File: src/rtl/rxs_pkg.sv
package rxs_pkg;
  localparam int STAT_CNT_W = 4;

  typedef struct packed {
    logic err;
    logic setup;
    logic tog;
    logic ack;
    logic zlp;
  } rx_ent_t;
endpackage

File: src/rtl/rxs_count_sat.sv
module rxs_count_sat #(
  parameter int IN_W  = 7,
  parameter int OUT_W = 4
) (
  input  logic [IN_W-1:0]  cnt_i,
  output logic [OUT_W-1:0] cnt_o
);
  localparam int MAXI = (1 << OUT_W) - 1;

  generate
    if (IN_W > OUT_W) begin : g_clamp
      localparam logic [IN_W-1:0] MAXV = IN_W'(MAXI);
      assign cnt_o = (cnt_i > MAXV) ? OUT_W'(MAXI) : cnt_i[OUT_W-1:0];
    end else begin : g_pass
      assign cnt_o = OUT_W'(cnt_i);
    end
  endgenerate
endmodule

File: src/rtl/rxs_entry_build.sv
module rxs_entry_build
  import rxs_pkg::*;
(
  input  logic    zlp_i,
  input  logic    setup_i,
  input  logic    data1_i,
  input  logic    err_i,
  input  logic    ack_i,
  input  logic    iso_i,
  input  logic    frame_lsb_i,
  output rx_ent_t ent_o
);
  always_comb begin
    ent_o.err   = err_i;
    ent_o.setup = setup_i;
    ent_o.tog   = iso_i ? frame_lsb_i : data1_i;
    ent_o.ack   = ack_i;
    ent_o.zlp   = zlp_i;
  end
endmodule

File: src/rtl/rxs_queue.sv
module rxs_queue
  import rxs_pkg::*;
(
  input  logic       clk_i,
  input  logic       rst_ni,
  input  logic       push_i,
  input  rx_ent_t    ent_i,
  input  logic       pop_i,
  output rx_ent_t    head_o,
  output logic [1:0] occ_o
);
  rx_ent_t    slot0_q, slot1_q, slot0_d, slot1_d;
  rx_ent_t    head_p;
  logic [1:0] occ_q, occ_d, occ_p;

  always_comb begin
    // read is applied before the capture
    head_p = slot0_q;
    occ_p  = occ_q;
    if (pop_i && occ_q != 2'd0) begin
      occ_p = occ_q - 2'd1;
      head_p = slot1_q;
    end
    slot0_d = head_p;
    slot1_d = slot1_q;
    occ_d   = occ_p;
    if (push_i) begin
      unique case (occ_p)
        2'd0: begin
          slot0_d = ent_i;
          occ_d   = 2'd1;
        end
        2'd1: begin
          if (head_p.zlp) begin
            slot1_d = ent_i;
            occ_d   = 2'd2;
          end else begin
            slot0_d = ent_i;
          end
        end
        default: slot1_d = ent_i;
      endcase
    end
  end

  always_ff @(posedge clk_i or negedge rst_ni) begin
    if (!rst_ni) begin
      slot0_q <= '0;
      slot1_q <= '0;
      occ_q   <= 2'd0;
    end else begin
      slot0_q <= slot0_d;
      slot1_q <= slot1_d;
      occ_q   <= occ_d;
    end
  end

  assign head_o = slot0_q;
  assign occ_o  = occ_q;
endmodule

File: src/rtl/rxs_status_reg.sv
module rxs_status_reg
  import rxs_pkg::*;
#(
  parameter int FIFO_CNT_W = 7
) (
  input  logic                  clk_i,
  input  logic                  rst_ni,
  input  logic                  pkt_done_i,
  input  logic                  pkt_zlp_i,
  input  logic                  pkt_setup_i,
  input  logic                  pkt_data1_i,
  input  logic                  pkt_err_i,
  input  logic                  pkt_ack_i,
  input  logic                  iso_mode_i,
  input  logic                  frame_lsb_i,
  input  logic [FIFO_CNT_W-1:0] fifo_count_i,
  input  logic                  rd_i,
  output logic [7:0]            status_o
);
  rx_ent_t               new_ent, head;
  logic [1:0]            occ;
  logic [STAT_CNT_W-1:0] cnt_sat;

  rxs_entry_build u_build (
    .zlp_i      (pkt_zlp_i),
    .setup_i    (pkt_setup_i),
    .data1_i    (pkt_data1_i),
    .err_i      (pkt_err_i),
    .ack_i      (pkt_ack_i),
    .iso_i      (iso_mode_i),
    .frame_lsb_i(frame_lsb_i),
    .ent_o      (new_ent)
  );

  rxs_queue u_queue (
    .clk_i (clk_i),
    .rst_ni(rst_ni),
    .push_i(pkt_done_i),
    .ent_i (new_ent),
    .pop_i (rd_i),
    .head_o(head),
    .occ_o (occ)
  );

  rxs_count_sat #(.IN_W(FIFO_CNT_W), .OUT_W(STAT_CNT_W)) u_sat (
    .cnt_i(fifo_count_i),
    .cnt_o(cnt_sat)
  );

  logic [3:0] flags;
  assign flags    = (occ != 2'd0) ? {head.err, head.setup, head.tog, head.ack} : 4'b0000;
  assign status_o = {flags, cnt_sat};
endmodule

File: config.mk
export PLATFORM = sky130hd
export DESIGN_NAME = rxs_status_reg
export DESIGN_NICKNAME = d
export VERILOG_FILES = /design/src/rtl/rxs_pkg.sv /design/src/rtl/rxs_count_sat.sv /design/src/rtl/rxs_entry_build.sv /design/src/rtl/rxs_queue.sv /design/src/rtl/rxs_status_reg.sv
export SDC_FILE = /design/constraint.sdc
export NUM_CORES = 1
export LEC_CHECK = 0
export ABC_AREA = 0
export BUFFER_PORTS_ARGS = -buffer_cell sky130_fd_sc_hd__buf_4
export CAP_MARGIN = 30
export CORE_ASPECT_RATIO = 1.4
export CORE_MARGIN = 5
export CORE_UTILIZATION = 35
export CTS_CLUSTER_DIAMETER = 80
export CTS_CLUSTER_SIZE = 24
export DETAILED_ROUTE_END_ITERATION = 10
export PLACE_DENSITY_LB_ADDON = 0.25
export RECOVER_POWER = 25
export REMOVE_ABC_BUFFERS = 1
export SLEW_MARGIN = 20
export SYNTH_ARGS = -nofsm -noshare
export SYNTH_HDL_FRONTEND = slang
export SYNTH_SLANG_ARGS = --single-unit
File: constraint.sdc
create_clock -name clk_i -period 3.14 [get_ports clk_i]
set_clock_uncertainty 0.05 [all_clocks]
set_input_delay 0.628 -clock clk_i [delete_from_list [all_inputs] [get_ports clk_i]]
set_output_delay 0.628 -clock clk_i [all_outputs]
set_load 0.03 [all_outputs]
* Word-level counts from Yosys, hierarchy flattened *
Cells that the tools add are included.

cells by class
  add/sub/neg operators = 1
  $lt $le $gt $ge = 1
  eq/ne operators = 2
  multiplexer cells = 13
  bitwise logic cells = 1
  reductions and logical operators = 4

operators with widths
  kind                                                   number
  2-to-1 mux 5 bit                                       4
  case mux 5 bit (2 select lines)                        2
  2-to-1 mux 4 bit                                       2
  > comparator 7 x 4 -> 1 bit, second input constant     1
  2-to-1 mux 2 bit                                       3
  case mux 2 bit (2 select lines)                        1
  AND reduction 3 bit                                    1
  == test 2 x 1 -> 1 bit, second input constant          1
  logical NOT 2 bit                                      1
  inequality test 2 x 1 -> 1 bit, second input constant  1
  nonzero test 2 bit                                     1
  subtractor 2 x 1 -> 2 bit, second input constant       1
  logical AND 1 bit                                      1
  2-to-1 mux 1 bit                                       1
  inverter 1 bit                                         1

word-level totals
  flip-flop bits (word level) = 12
  input bits = 18
  output and inout port bits = 8
  word-level logic and storage cells = 33

* Depth between registers and ports, before layout *
Gate-level depths: netlist (run 1).

  depth in word-level cells = 6
  depth in mapped cells = 8
  depth with buffers taken out = 6

* Cells and area by module *
From an unflattened synthesis (run 1), not the netlist that was laid out.

unflattened totals
  cells, all modules = 64
  area total of the unflattened synthesis = 754.5 µm²

by module, submodules not included
  module           times used  cells each  area an instance (µm²)  sequential area each (µm²)
  rxs_queue        1           51          649.4                   300.3
  rxs_entry_build  1           5           45.0                    0.0
  rxs_count_sat    1           4           30.0                    0.0
  rxs_status_reg   1           4           30.0                    0.0

* Worst setup path before layout (run 1) *
OpenSTA, ideal clock, no wires.

  path kind = in2out
  from = input fifo_count_i[5]
  to = output status_o[0]
  arrival = 1.208 ns
  required time = 2.462 ns
  path slack = 1.254 ns
  cell stages on the path = 2
  path buffers = 0
  path through = nor3_1 -> nand2b_1

between the ends
  cells in the longest elaborated chain, start to end = 2

RTL lines
  element                      line                  RTL
  from (decl)                  rxs_status_reg.sv:16  input logic [FIFO_CNT_W-1:0] fifo_count_i,
  > comparator 7 x 4 -> 1 bit  rxs_count_sat.sv:13   assign cnt_o = (cnt_i > MAXV) ? OUT_W'(MAXI) : cnt_i[OUT_W-1:0];
  2-to-1 mux 4 bit             rxs_count_sat.sv:13
  to (decl)                    rxs_status_reg.sv:18  output logic [7:0] status_o

Every way passes these cells.

* Worst setup path after layout (run 1) *
  from = register u_queue.occ_q[0], in the netlist u_queue.occ_o[0]
  to = output status_o[7]

between the ends
  cells in the longest elaborated chain, start to end = 2

RTL lines
  element                 line                  RTL
  from (decl)             rxs_queue.sv:14       logic [1:0] occ_q, occ_d, occ_p;
  from (signal assigned)  rxs_queue.sv:50       occ_q <= 2'd0;
  from (signal assigned)  rxs_queue.sv:54       occ_q <= occ_d;
  nonzero test 2 bit      rxs_status_reg.sv:51  assign flags = (occ != 2'd0) ? {head.err, head.setup, head.tog, head.ack} : 4'b0000;
  2-to-1 mux 4 bit        rxs_status_reg.sv:51

Every way passes these cells.

==> results of run 1 <==
==> state kept, by name, summed over array words and instances, names as in the netlist <==
signal,cells
u_queue.head_o,5
u_queue.occ_o,2
u_queue.slot1_q,5
==> logic make-up after synthesis <==
group           share of synthesized area
simple gates                        0.166
mux                                 0.241
flops                               0.410
compound gates                      0.108
buf+inv                            0.0462
xor+xnor                           0.0120
fa+ha+maj                          0.0171
==> final timing paths <==
kind / from / to / slack (ps) / cells after the start
min in group clk_i: u_queue.slot1_q[4]$_DFFE_PN0P_ / u_queue.slot1_q[4]$_DFFE_PN0P_ / 450 / 1
worst min register to register: u_queue.slot1_q[4]$_DFFE_PN0P_ / u_queue.slot1_q[4]$_DFFE_PN0P_ / 450 / 1
max in group asynchronous: rst_ni / u_queue.occ_o[0]$_DFF_PN0_ / 2330 / 1
worst max-delay path: u_queue.occ_o[0]$_DFF_PN0_ / status_o[7] / 1040 / 4
worst min-delay path: rst_ni / u_queue.occ_o[1]$_DFF_PN0_ / 290 / 1
worst max register to register: u_queue.occ_o[0]$_DFF_PN0_ / u_queue.head_o[4]$_DFF_PN0_ / 1100 / 6
==> synthesized netlist by cell type (2+ instances only) <==
cell	number	area, um2
nor2_1	2	7.51
mux2_1	2	22.5
and2b_1	3	22.5
nand2_1	5	18.8
a21oi_1	2	10.0
mux2i_1	3	30.0
o211ai_1	2	15.0
nand3_1	2	10.0
mux2_4	3	45.0
dfrtp_1	12	300
mux2_2	5	56.3
inv_1	3	11.3
nand2b_1	6	37.5
buf_6	2	22.5
o21ai_0	2	10.0
==> layout make-up <==
class	instances	area, um2
flip-flops and latches	12	300
repair buffers	25	184
clock buffers	4	36.3
inverters	3	11.3
multi-input cells	46	398
well taps	21	26.3
fillers	207	1020
==> report_power, final <==
part / switching [mW] / internal (mW) / total [mW]
clock: 0.0529 / 0.0705 / 0.123
combinational: 0.275 / 0.272 / 0.546
sequential: 0.0465 / 0.237 / 0.283
total: 0.374 / 0.579 / 0.953
==> routing by layer <==
| layer | wire (um) | up-vias |
|---|---|---|
| met4 | 27 | 0 |
| met2 | 824 | 25 |
| met5 | 0 | - |
| met3 | 103 | 2 |
| met1 | 606 | 268 |
| li1 | - | 279 |
==> layout by cell type (no fill, tap or decap), types with 2 or more instances in the layout <==
cell type / n
mux2_4: 3
o211ai_1: 2
mux2_1: 2
nand2_1: 5
a21oi_1: 2
nand2b_1: 6
mux2_2: 5
nor2_1: 2
buf_4: 24
mux2i_1: 3
inv_1: 3
and2b_1: 3
o21ai_0: 2
clkbuf_4: 3
dfrtp_1: 12
nand3_1: 2
==> results.md, run 1 <==
* Status: finished, final reports clean
* Netlist cell types at 24
* Setup crit end kind: output port
* Post-CTS repair timing setup buffer count at 0
* Layer with the highest usage: met2
* Placed Area at 923 um2
* Bufs and invs on worst path at 2
* Total chip power at 0.953 mW
* Hold WC Path Type: primary input to async pin
* Asr flop ratio synth at 1.00
* Row cnt at 19
* Grt total ovfl at 0
* Top-Level Pins at 26
* CTS clk-pin slew, worst paths at 90 ps
* Cell area after layout at 956 um2
* GR Util met3 at 0.0349
* Synthesized instance count at 63
* DIE HEIGHT at 64.1 um
* Post-synth EDFFs at 0
* WS Path Type: flop to output port
* Yosys reg bits at 12
* DRT antenna net count at 0
* Measured slew at the worst slew-check pin at 640 ps
* DRT Wirelength at 1560 um
* Global-route wire length before repair at 2600 um
* RePlAce Congestion at 0.806
* Cts repair resizes at 0
* Post-DP HPWL at 1250 um
* Final setup margin at 1040 ps
* Detailed-route wire length per cell at 14.1 um
* Router iterations before antenna repair at 4
* Drt initial violations at 6
* Hold_ws at 286 ps
* Slew headroom at 0.573
* Share of layout cells above drive strength 1 at 0.444
* M2 GR Usage at 0.188
* Worst stage delay on the critical path at 430 ps
* Max-slew violation count at 0
* Initial Util at 0.371
* Register area share after synthesis at 0.410
* CP delay by family, top: flip-flops
* Peak supply drop at 0.000367 V
* Die Area at 0.00312 mm2
* Finished Core Util at 0.484
* Gr usage total at 0.107
* Dominant synthesized flop cell: dfrtp_1
* Pin count of the biggest net entering global routing at 17
* Vias per cell at 5.17
* H-tree Lvls at 1
* Hold_buf cts at 0
* Final period utilization at 0.667
* Fin nets at 110
* Num Clock Sinks at 12
* RSZ-0062 raised after global routing: false
* CTS tree: yes
* Max frequency at 477 MHz
* Vias in the first global route at 601
* Area Overhead vs Synth at 30.6%
* Port buffer count at 25
* Overall die width at 48.7 um
* Number of remaining DRC errors at 0
* Max-cap viol count at 0
* CP max FO at 6
* Clk_lat worst skew at 280 ps
* Max Buffers Root-to-Sink at 2
* Pleak at 0.457 nW
* Root Buffer: clkbuf_4
* Slowest cell on crit path: dfrtp_1
* Fin cells at 111
* DR vias at 574
* Power Density at 997 mW/mm2
* Min Clock Period, post-route at 2100 ps
* Synth warnings at 0
* Dpl cells at 107
* Worst Path Arrival at 1420 ps
* Pre-CTS setup slack at 1050 ps
* Endpoints failing setup at 0
* Met1 Usage GRT at 0.105
* Initial antenna violation count at 0
* Inserted Diodes at 0
* Req. time, crit path at 2460 ps
* Startpoint types: flop
* Setup TNS at 0 ps
* Crit-path cells: inv_1, ha_1, and2b_1, buf_4
* Core area at 0.00197 mm2
* Syn avg cell area at 11.6 um2
* Final hold vios at 0
* Cell Area, Synth at 732 um2
* TritonCTS Buffers at 3
No activity file was read; power rests on OpenSTA's default activity.
==> inputs of run 2 (changes only) <==
==> constraint.sdc (replaced) <==
create_clock -name clk_i -period 2.15 [get_ports clk_i]
set_clock_uncertainty 0.05 [all_clocks]
set_input_delay 0.43 -clock clk_i [delete_from_list [all_inputs] [get_ports clk_i]]
set_output_delay 0.43 -clock clk_i [all_outputs]
set_load 0.03 [all_outputs]
==> run 2 against run 1 <==
  * Cell count up 0.90%
  * Critical endpoint is now u_queue.head_o[1]$_DFF_PN0_
  * Highest routed layer unchanged
  * Utilization up 0.51 points
  * Largest cell class unchanged
  * Via count down 1.2%
  * Critical path type is now flop to flop
  * Sequential share of layout area down 0.33 points
  * Worst hold slack better by 56 ps
  * Cell area up 1.0%
  * Count of clock-buffer cells in the layout unchanged
  * Critical path depth up 2
  * Non-clock buffer count up 1
  * Register-to-register slack worse by 940 ps
  * Die area unchanged
  * First-iteration DRC count rose to 2.7 times the previous value
==> results.md, run 2 (synthesis results as in run 1) <==
* Finished Core Util at 0.490 (+0.00507)
* Initial Util at 0.371 (unchanged)
* Area occupied by multi-input gates at 398 um2 (unchanged)
* DIE HEIGHT at 64.1 um (unchanged)
* Initial antenna violation count at 0 (unchanged)
* CTS clk-pin slew, worst paths at 80 ps (about the same)
* Vias in the first global route at 577 (-4.0%)
* Area Overhead vs Synth at 32.0%
* DR vias at 567 (-1.2%)
* Overall die width at 48.7 um (unchanged)
* Top-Level Pins at 26 (unchanged)
* Share of layout cells above drive strength 1 at 0.440 (-0.00488)
* Slew headroom at 0.559 (-0.0139)
* DRT Wirelength at 1570 um (+0.83%)
* FF+latch area at 300 um2 (unchanged)
* Crit-path cells: inv_1, ha_1, nand2b_4, mux2i_4, o211ai_4, mux2_4
* FF-to-FF End: u_queue.head_o[1]$_DFF_PN0_
* Worst stage delay on the critical path at 430 ps (about the same)
* H-tree Lvls at 1 (unchanged)
* TritonCTS Buffers at 3 (unchanged)
* Worst Hold Endpoint: u_queue.slot1_q[4]$_DFFE_PN0P_
* Fin nets at 111 (+0.91%)
* Most used cells in the layout excluding fill and tap cells: 24 x buf_4, 12 x dfrtp_1, 6 x nand2b_1
* Hold_ws at 342 ps (+55.9 ps)
* R2R cell count at 6 (unchanged)
* Max frequency at 501 MHz
* Vias per cell at 5.06 (-2.1%)
* Hold WC Path Type: primary input to flop
* Global-route wire length before repair at 2640 um (+1.3%)
* Post-CTS repair timing setup buffer count at 0 (unchanged)
* Peak supply drop at 0.000664 V (+81%)
* Reg-to-reg startpoint: u_queue.occ_o[0]$_DFF_PN0_
* WHS Path Cells at 2
* Min Clock Period, post-route at 1990 ps
* Final period utilization at 0.928
* Slowest cell on crit path: dfrtp_1
* Final hold vios at 0 (unchanged)
* Router iterations before antenna repair at 4 (unchanged)
* # fillers at 197 (-4.8%)
* RSZ-0062 raised after global routing: false
* Placed Area at 923 um2 (unchanged)
* RePlAce Congestion at 0.855 (+6.0%)
* WS Path Type: flop to flop
* Register-to-Register Setup Slack at 160 ps (-940 ps)
* Startpoint types: flop
* Root Buffer: clkbuf_4
* Setup TNS at 0 ps (unchanged)
* Gr usage total at 0.108 (+0.000904)
* Grt total ovfl at 0 (unchanged)
* Total chip power at 1.39 mW (+46%)
* Endpoints failing setup at 0 (unchanged)
* Max-slew violation count at 0 (unchanged)
* Measured slew at the worst slew-check pin at 661 ps (+20.9 ps)
* Pin count of the biggest net entering global routing at 17 (unchanged)
* Row cnt at 19 (unchanged)
* CP max FO at 16 (+10)
* Req. time, crit path at 2250 ps (-210 ps)
* Drt initial violations at 16 (+10)
* Most common cell after layout, fill and taps aside: buf_4
* Setup crit end kind: flop
* CTS tree: yes
* Post-DP HPWL at 1250 um (-0.10%)
* DRT antenna net count at 0 (unchanged)
* Worst Path Arrival at 2100 ps (+680 ps)
* Core area at 0.00197 mm2 (unchanged)
* Max-cap viol count at 0 (unchanged)
* Cell area after layout at 966 um2 (+1.0%)
* Clk_lat worst skew at 270 ps (about the same)
* Inserted Diodes at 0 (unchanged)
* Max Buffers Root-to-Sink at 2 (unchanged)
* Detailed-route wire length per cell at 14.1 um (about the same)
* Pleak at 0.461 nW (+0.91%)
* Number of remaining DRC errors at 0 (unchanged)
* Port buffer count at 25 (unchanged)
* Min-delay src: pkt_err_i
* Die Area at 0.00312 mm2 (unchanged)
* Status: finished, final reports clean
* Num Clock Sinks at 12 (unchanged)
* Power Density at 1440 mW/mm2 (+44%)
[run 2: area by class of cell]
cell class	instances	area share
well taps	21	0.0272
multi-input cells	46	0.412
inverters	3	0.0117
flip-flops and latches	12	0.311
clock buffers	4	0.0376
repair buffers	26	0.201
[run 2: what timing repair did]
| item | CTS | global route |
|---|---|---|
| hold endpoints to repair | 12 | 0 |
| hold buffers | 1 | 0 |
| gates resized for setup | 0 | 0 |
[run 2: worst max path at each step]
stage / startpoint / endpoint / slack (ps) / depth (start not counted)
after floorplan: u_queue.occ_o[0]$_DFF_PN0_ / u_queue.head_o[1]$_DFF_PN0_ / 320 / 6
after global placement: u_queue.occ_o[0]$_DFF_PN0_ / u_queue.head_o[4]$_DFF_PN0_ / 220 / 6
after detailed placement: u_queue.occ_o[0]$_DFF_PN0_ / u_queue.head_o[3]$_DFF_PN0_ / 180 / 6
after CTS: u_queue.occ_o[0]$_DFF_PN0_ / u_queue.head_o[3]$_DFF_PN0_ / 160 / 6
after global routing: u_queue.occ_o[0]$_DFF_PN0_ / u_queue.head_o[3]$_DFF_PN0_ / 20 / 6
final: u_queue.occ_o[0]$_DFF_PN0_ / u_queue.head_o[1]$_DFF_PN0_ / 160 / 6
[run 2: critical path: cells and delay by family, from the launching register on]
kind,cells,cell delay [ps]
multiplexers,2,630
flip-flops,1,430
AND/OR/NAND/NOR,1,290
adder cells (fa/ha/maj),1,210
AO/OA/AOI/OAI,1,150
buffers and inverters,1,110
[run 2: metrics by stage]
step           instances  setup slack, ps
6_report             112              155
5_1_grt              112             22.9
3_3_place_gp         107              218
3_5_place_dp         107              179
4_1_cts              112              158
2_1_floorplan         61              319
[run 2: power breakdown]
part           total [mW]  switching, mW  internal, mW
clock               0.179         0.0765         0.103
combinational       0.793          0.396         0.397
sequential          0.418         0.0723         0.346
[run 2: metal layers]
layer | vias up | track usage | routed length (um)
li1 | 275 | - | -
met1 | 265 | 0.121 | 617
met2 | 25 | 0.173 | 816
met3 | 2 | 0.0419 | 116
met4 | 0 | 0.0606 | 24
met5 | - | 0 | 0
==> inputs of run 3 (changes only) <==
--- a/config.mk
+++ b/config.mk
@@ -20,4 +20,5 @@
 export SLEW_MARGIN = 20
 export SYNTH_ARGS = -nofsm -noshare
 export SYNTH_HDL_FRONTEND = slang
+export SYNTH_HIERARCHICAL = 1
 export SYNTH_SLANG_ARGS = --single-unit
==> run 3 against run 2 <==
  * Register-to-register slack hardly changed
  * Setup slack better by 2.9 ps
  * Global-route usage up 0.52 points
  * Clock power down 3%
  * Largest power group unchanged
  * Critical path type unchanged
  * Critical path depth did not move
==> results.md, run 3 <==
* Hold WC Path Type: primary input to flop
* Pin count of the biggest net entering global routing at 13 (-4)
* Top-Level Pins at 26 (unchanged)
* Post-DP HPWL at 1290 um (+3.6%)
* Max-cap viol count at 0 (unchanged)
* # fillers at 204 (+3.6%)
* Critical Path End: u_queue/head_o[3]$_DFF_PN0_
* R2R cell count at 6 (unchanged)
* Finished Core Util at 0.471 (-0.0189)
* Endpoints failing setup at 0 (unchanged)
* Bufs and invs on worst path at 1 (unchanged)
* Number of remaining DRC errors at 0 (unchanged)
* Synthesized instance count at 64 (+1.6%)
* CP max FO at 4 (-12)
* Port buffer count at 25 (unchanged)
* Final hold vios at 0 (unchanged)
* DRT antenna net count at 0 (unchanged)
* Crit-path cells: inv_1, ha_1, nand3b_1, o22ai_2, nor4_4, mux2_1
* Power Density at 1360 mW/mm2 (-5.4%)
* Syn avg cell area at 11.8 um2 (+1.5%)
* Row cnt at 20 (+1)
* Max Buffers Root-to-Sink at 2 (unchanged)
* Cell taking the most area after synthesis: dfrtp_1
* Initial Util at 0.355 (-0.0163)
* DR vias at 609 (+7.4%)
* Router iterations before antenna repair at 4 (unchanged)
* Most used cells in the layout excluding fill and tap cells: 27 x buf_4, 12 x dfrtp_1, 11 x mux2_1
* Top cell type's share of synthesized area at 0.398 (-0.0122)
* CTS clk-pin slew, worst paths at 70 ps (about the same)
* Gr usage total at 0.113 (+0.00524)
* Fin nets at 112 (+0.90%)
* DIE HEIGHT at 64.9 um (+1.3%)
* Core area at 0.00213 mm2 (+7.8%)
* Measured slew at the worst slew-check pin at 619 ps (-42.5 ps)
* Vias per cell at 5.34 (+5.5%)
* Worst Path Arrival at 2090 ps (about the same)
* Setup crit start: u_queue/occ_o[1]$_DFF_PN0_
* Critical Path Stages at 6 (unchanged)
* Slew headroom at 0.588 (+0.0283)
* Register-to-Register Setup Slack at 160 ps (about the same)
* Total chip power at 1.36 mW (-1.9%)
* Setup TNS at 0 ps (unchanged)
* Placed Area at 958 um2 (+3.8%)
* Max frequency at 502 MHz (+0.15%)
* Startpoint types: flop
* CP delay by family, top: simple AND/OR/NAND/NOR gates
* Share of layout cells above drive strength 1 at 0.424 (-0.0156)
* Reg-to-reg startpoint: u_queue/occ_o[1]$_DFF_PN0_
* Cell Area, Synth at 754 um2 (+3.1%)
* H-tree Lvls at 1 (unchanged)
* Status: finished, final reports clean
* Overall die width at 49.2 um (+1.2%)
* Inserted Diodes at 0 (unchanged)
* Global-route wire length before repair at 2810 um (+6.6%)
* Top-count cell post-synth: dfrtp_1
* Drt initial violations at 9 (-7)
* Root Buffer: clkbuf_4
* Clk_lat worst skew at 260 ps (about the same)
* Area Overhead vs Synth at 32.7%
* CTS tree: yes
* Post-synth EDFFs at 0 (unchanged)
* Detailed-route wire length per cell at 13.8 um (-2.1%)
* Grt total ovfl at 0 (unchanged)
* Final period utilization at 0.926 (-0.00136)
* Netlist cell types at 27 (+13%)
* RePlAce Congestion at 0.727 (-15%)
* Peak supply drop at 0.000616 V (-7.2%)
* Dominant synthesized flop cell: dfrtp_1
* Min Clock Period, post-route at 1990 ps (-2.92 ps)
* Top cells by count, synth: 12 x dfrtp_1, 11 x mux2_1, 4 x buf_4, 4 x o21a_1, 4 x or4_1
* Worst stage delay on the critical path at 440 ps (about the same)
* Num Clock Sinks at 12 (unchanged)
* Cell area after layout at 0.00100 mm2 (+3.6%)
* Pleak at 0.460 nW (-0.13%)
* Vias in the first global route at 652 (+13%)
* Slowest cell on crit path: nor4_4
* Synth warnings at 6 (+6)
* FF-to-FF End: u_queue/head_o[3]$_DFF_PN0_
* Req. time, crit path at 2250 ps (about the same)
* Asr flop ratio synth at 1.00 (unchanged)
* Most common cell after layout, fill and taps aside: buf_4
* Die Area at 0.00320 mm2 (+2.5%)
* DRT Wirelength at 1570 um (-0.38%)
* TritonCTS Buffers at 3 (unchanged)
* WS Path Type: flop to flop
* Initial antenna violation count at 0 (unchanged)
* Register area share after synthesis at 0.398 (-0.0122)
* Setup crit end kind: flop
* RSZ-0062 raised after global routing: false
* Max-slew violation count at 0 (unchanged)
* Main area contributors after synthesis: dfrtp_1 40%, mux2_1 16%, buf_4 4.0%, o21a_1 4.0%, or4_1 4.0%
* Yosys reg bits at 12 (unchanged)
-- run 3: cell count changes in the layout (fill, tap and decap cells not counted), sizes merged, moves of 4 or more --
cell / delta
nand2b: -5
mux2: +4
o211ai: -4
o21a: +4
mux2i: -4
or4: +4
-- run 3: routing by layer --
layer  global-route usage  vias up  part of all wire
li1                     -      294                 -
met1                0.103      294              0.35
met2                0.205       19              0.56
met3               0.0414        2             0.077
met4               0.0707        0             0.013
met5                    0        -                 0
-- run 3: power by group --
part	switching (mW)	leakage (nW)	total [mW]	internal, mW
Clock	0.0698	0.0210	0.173	0.103
Combinational	0.416	0.299	0.795	0.379
Sequential	0.0522	0.140	0.397	0.344
-- run 3: metrics by stage --
step	cells	hold slack [ps]	setup WS, ps
2_1_floorplan	59	84.4	143
3_3_place_gp	109	232	153
3_5_place_dp	109	225	142
4_1_cts	114	319	129
5_1_grt	114	314	18.8
6_report	114	334	158
-- run 3: layout make-up --
class,instances,area [um2],share of cell area
multi-input cells,44,409,0.409
repair buffers,29,216,0.216
clock buffers,4,36.3,0.0363
inverters,3,11.3,0.0113
well taps,22,27.5,0.0275
flip-flops and latches,12,300,0.300
-- run 3: cell families (layout without fill, tap and decap cells) --
logic type,after synthesis,count (layout),synth area share
DFF,12,12,0.398
adders and majority gates,1,1,0.0166
and+or+nand+nor,16,16,0.159
buffers and inverters,8,36,0.0597
AOI/OAI and AO/OA,13,13,0.153
muxes,14,14,0.214
-- run 3: how the worst min path moves through the flow --
stage / from / endpoint / cells past startpoint
4_1_cts: pkt_setup_i / u_queue/slot1_q[3]$_DFFE_PN0P_ / 2
3_3_place_gp: rst_ni / u_queue/occ_o[0]$_DFF_PN0_ / 1
2_1_floorplan: rst_ni / u_queue/head_o[0]$_DFF_PN0_ / 0
6_report: pkt_setup_i / u_queue/slot1_q[3]$_DFFE_PN0P_ / 2
5_1_grt: pkt_setup_i / u_queue/slot1_q[3]$_DFFE_PN0P_ / 2
3_5_place_dp: rst_ni / u_queue/occ_o[0]$_DFF_PN0_ / 1
-- run 3: repair_timing --
item                      4_1_cts  5_1_grt
setup buffers                   0        0
hold buffers                    1        0
gates resized for setup         0        0
hold endpoints to repair       12        0
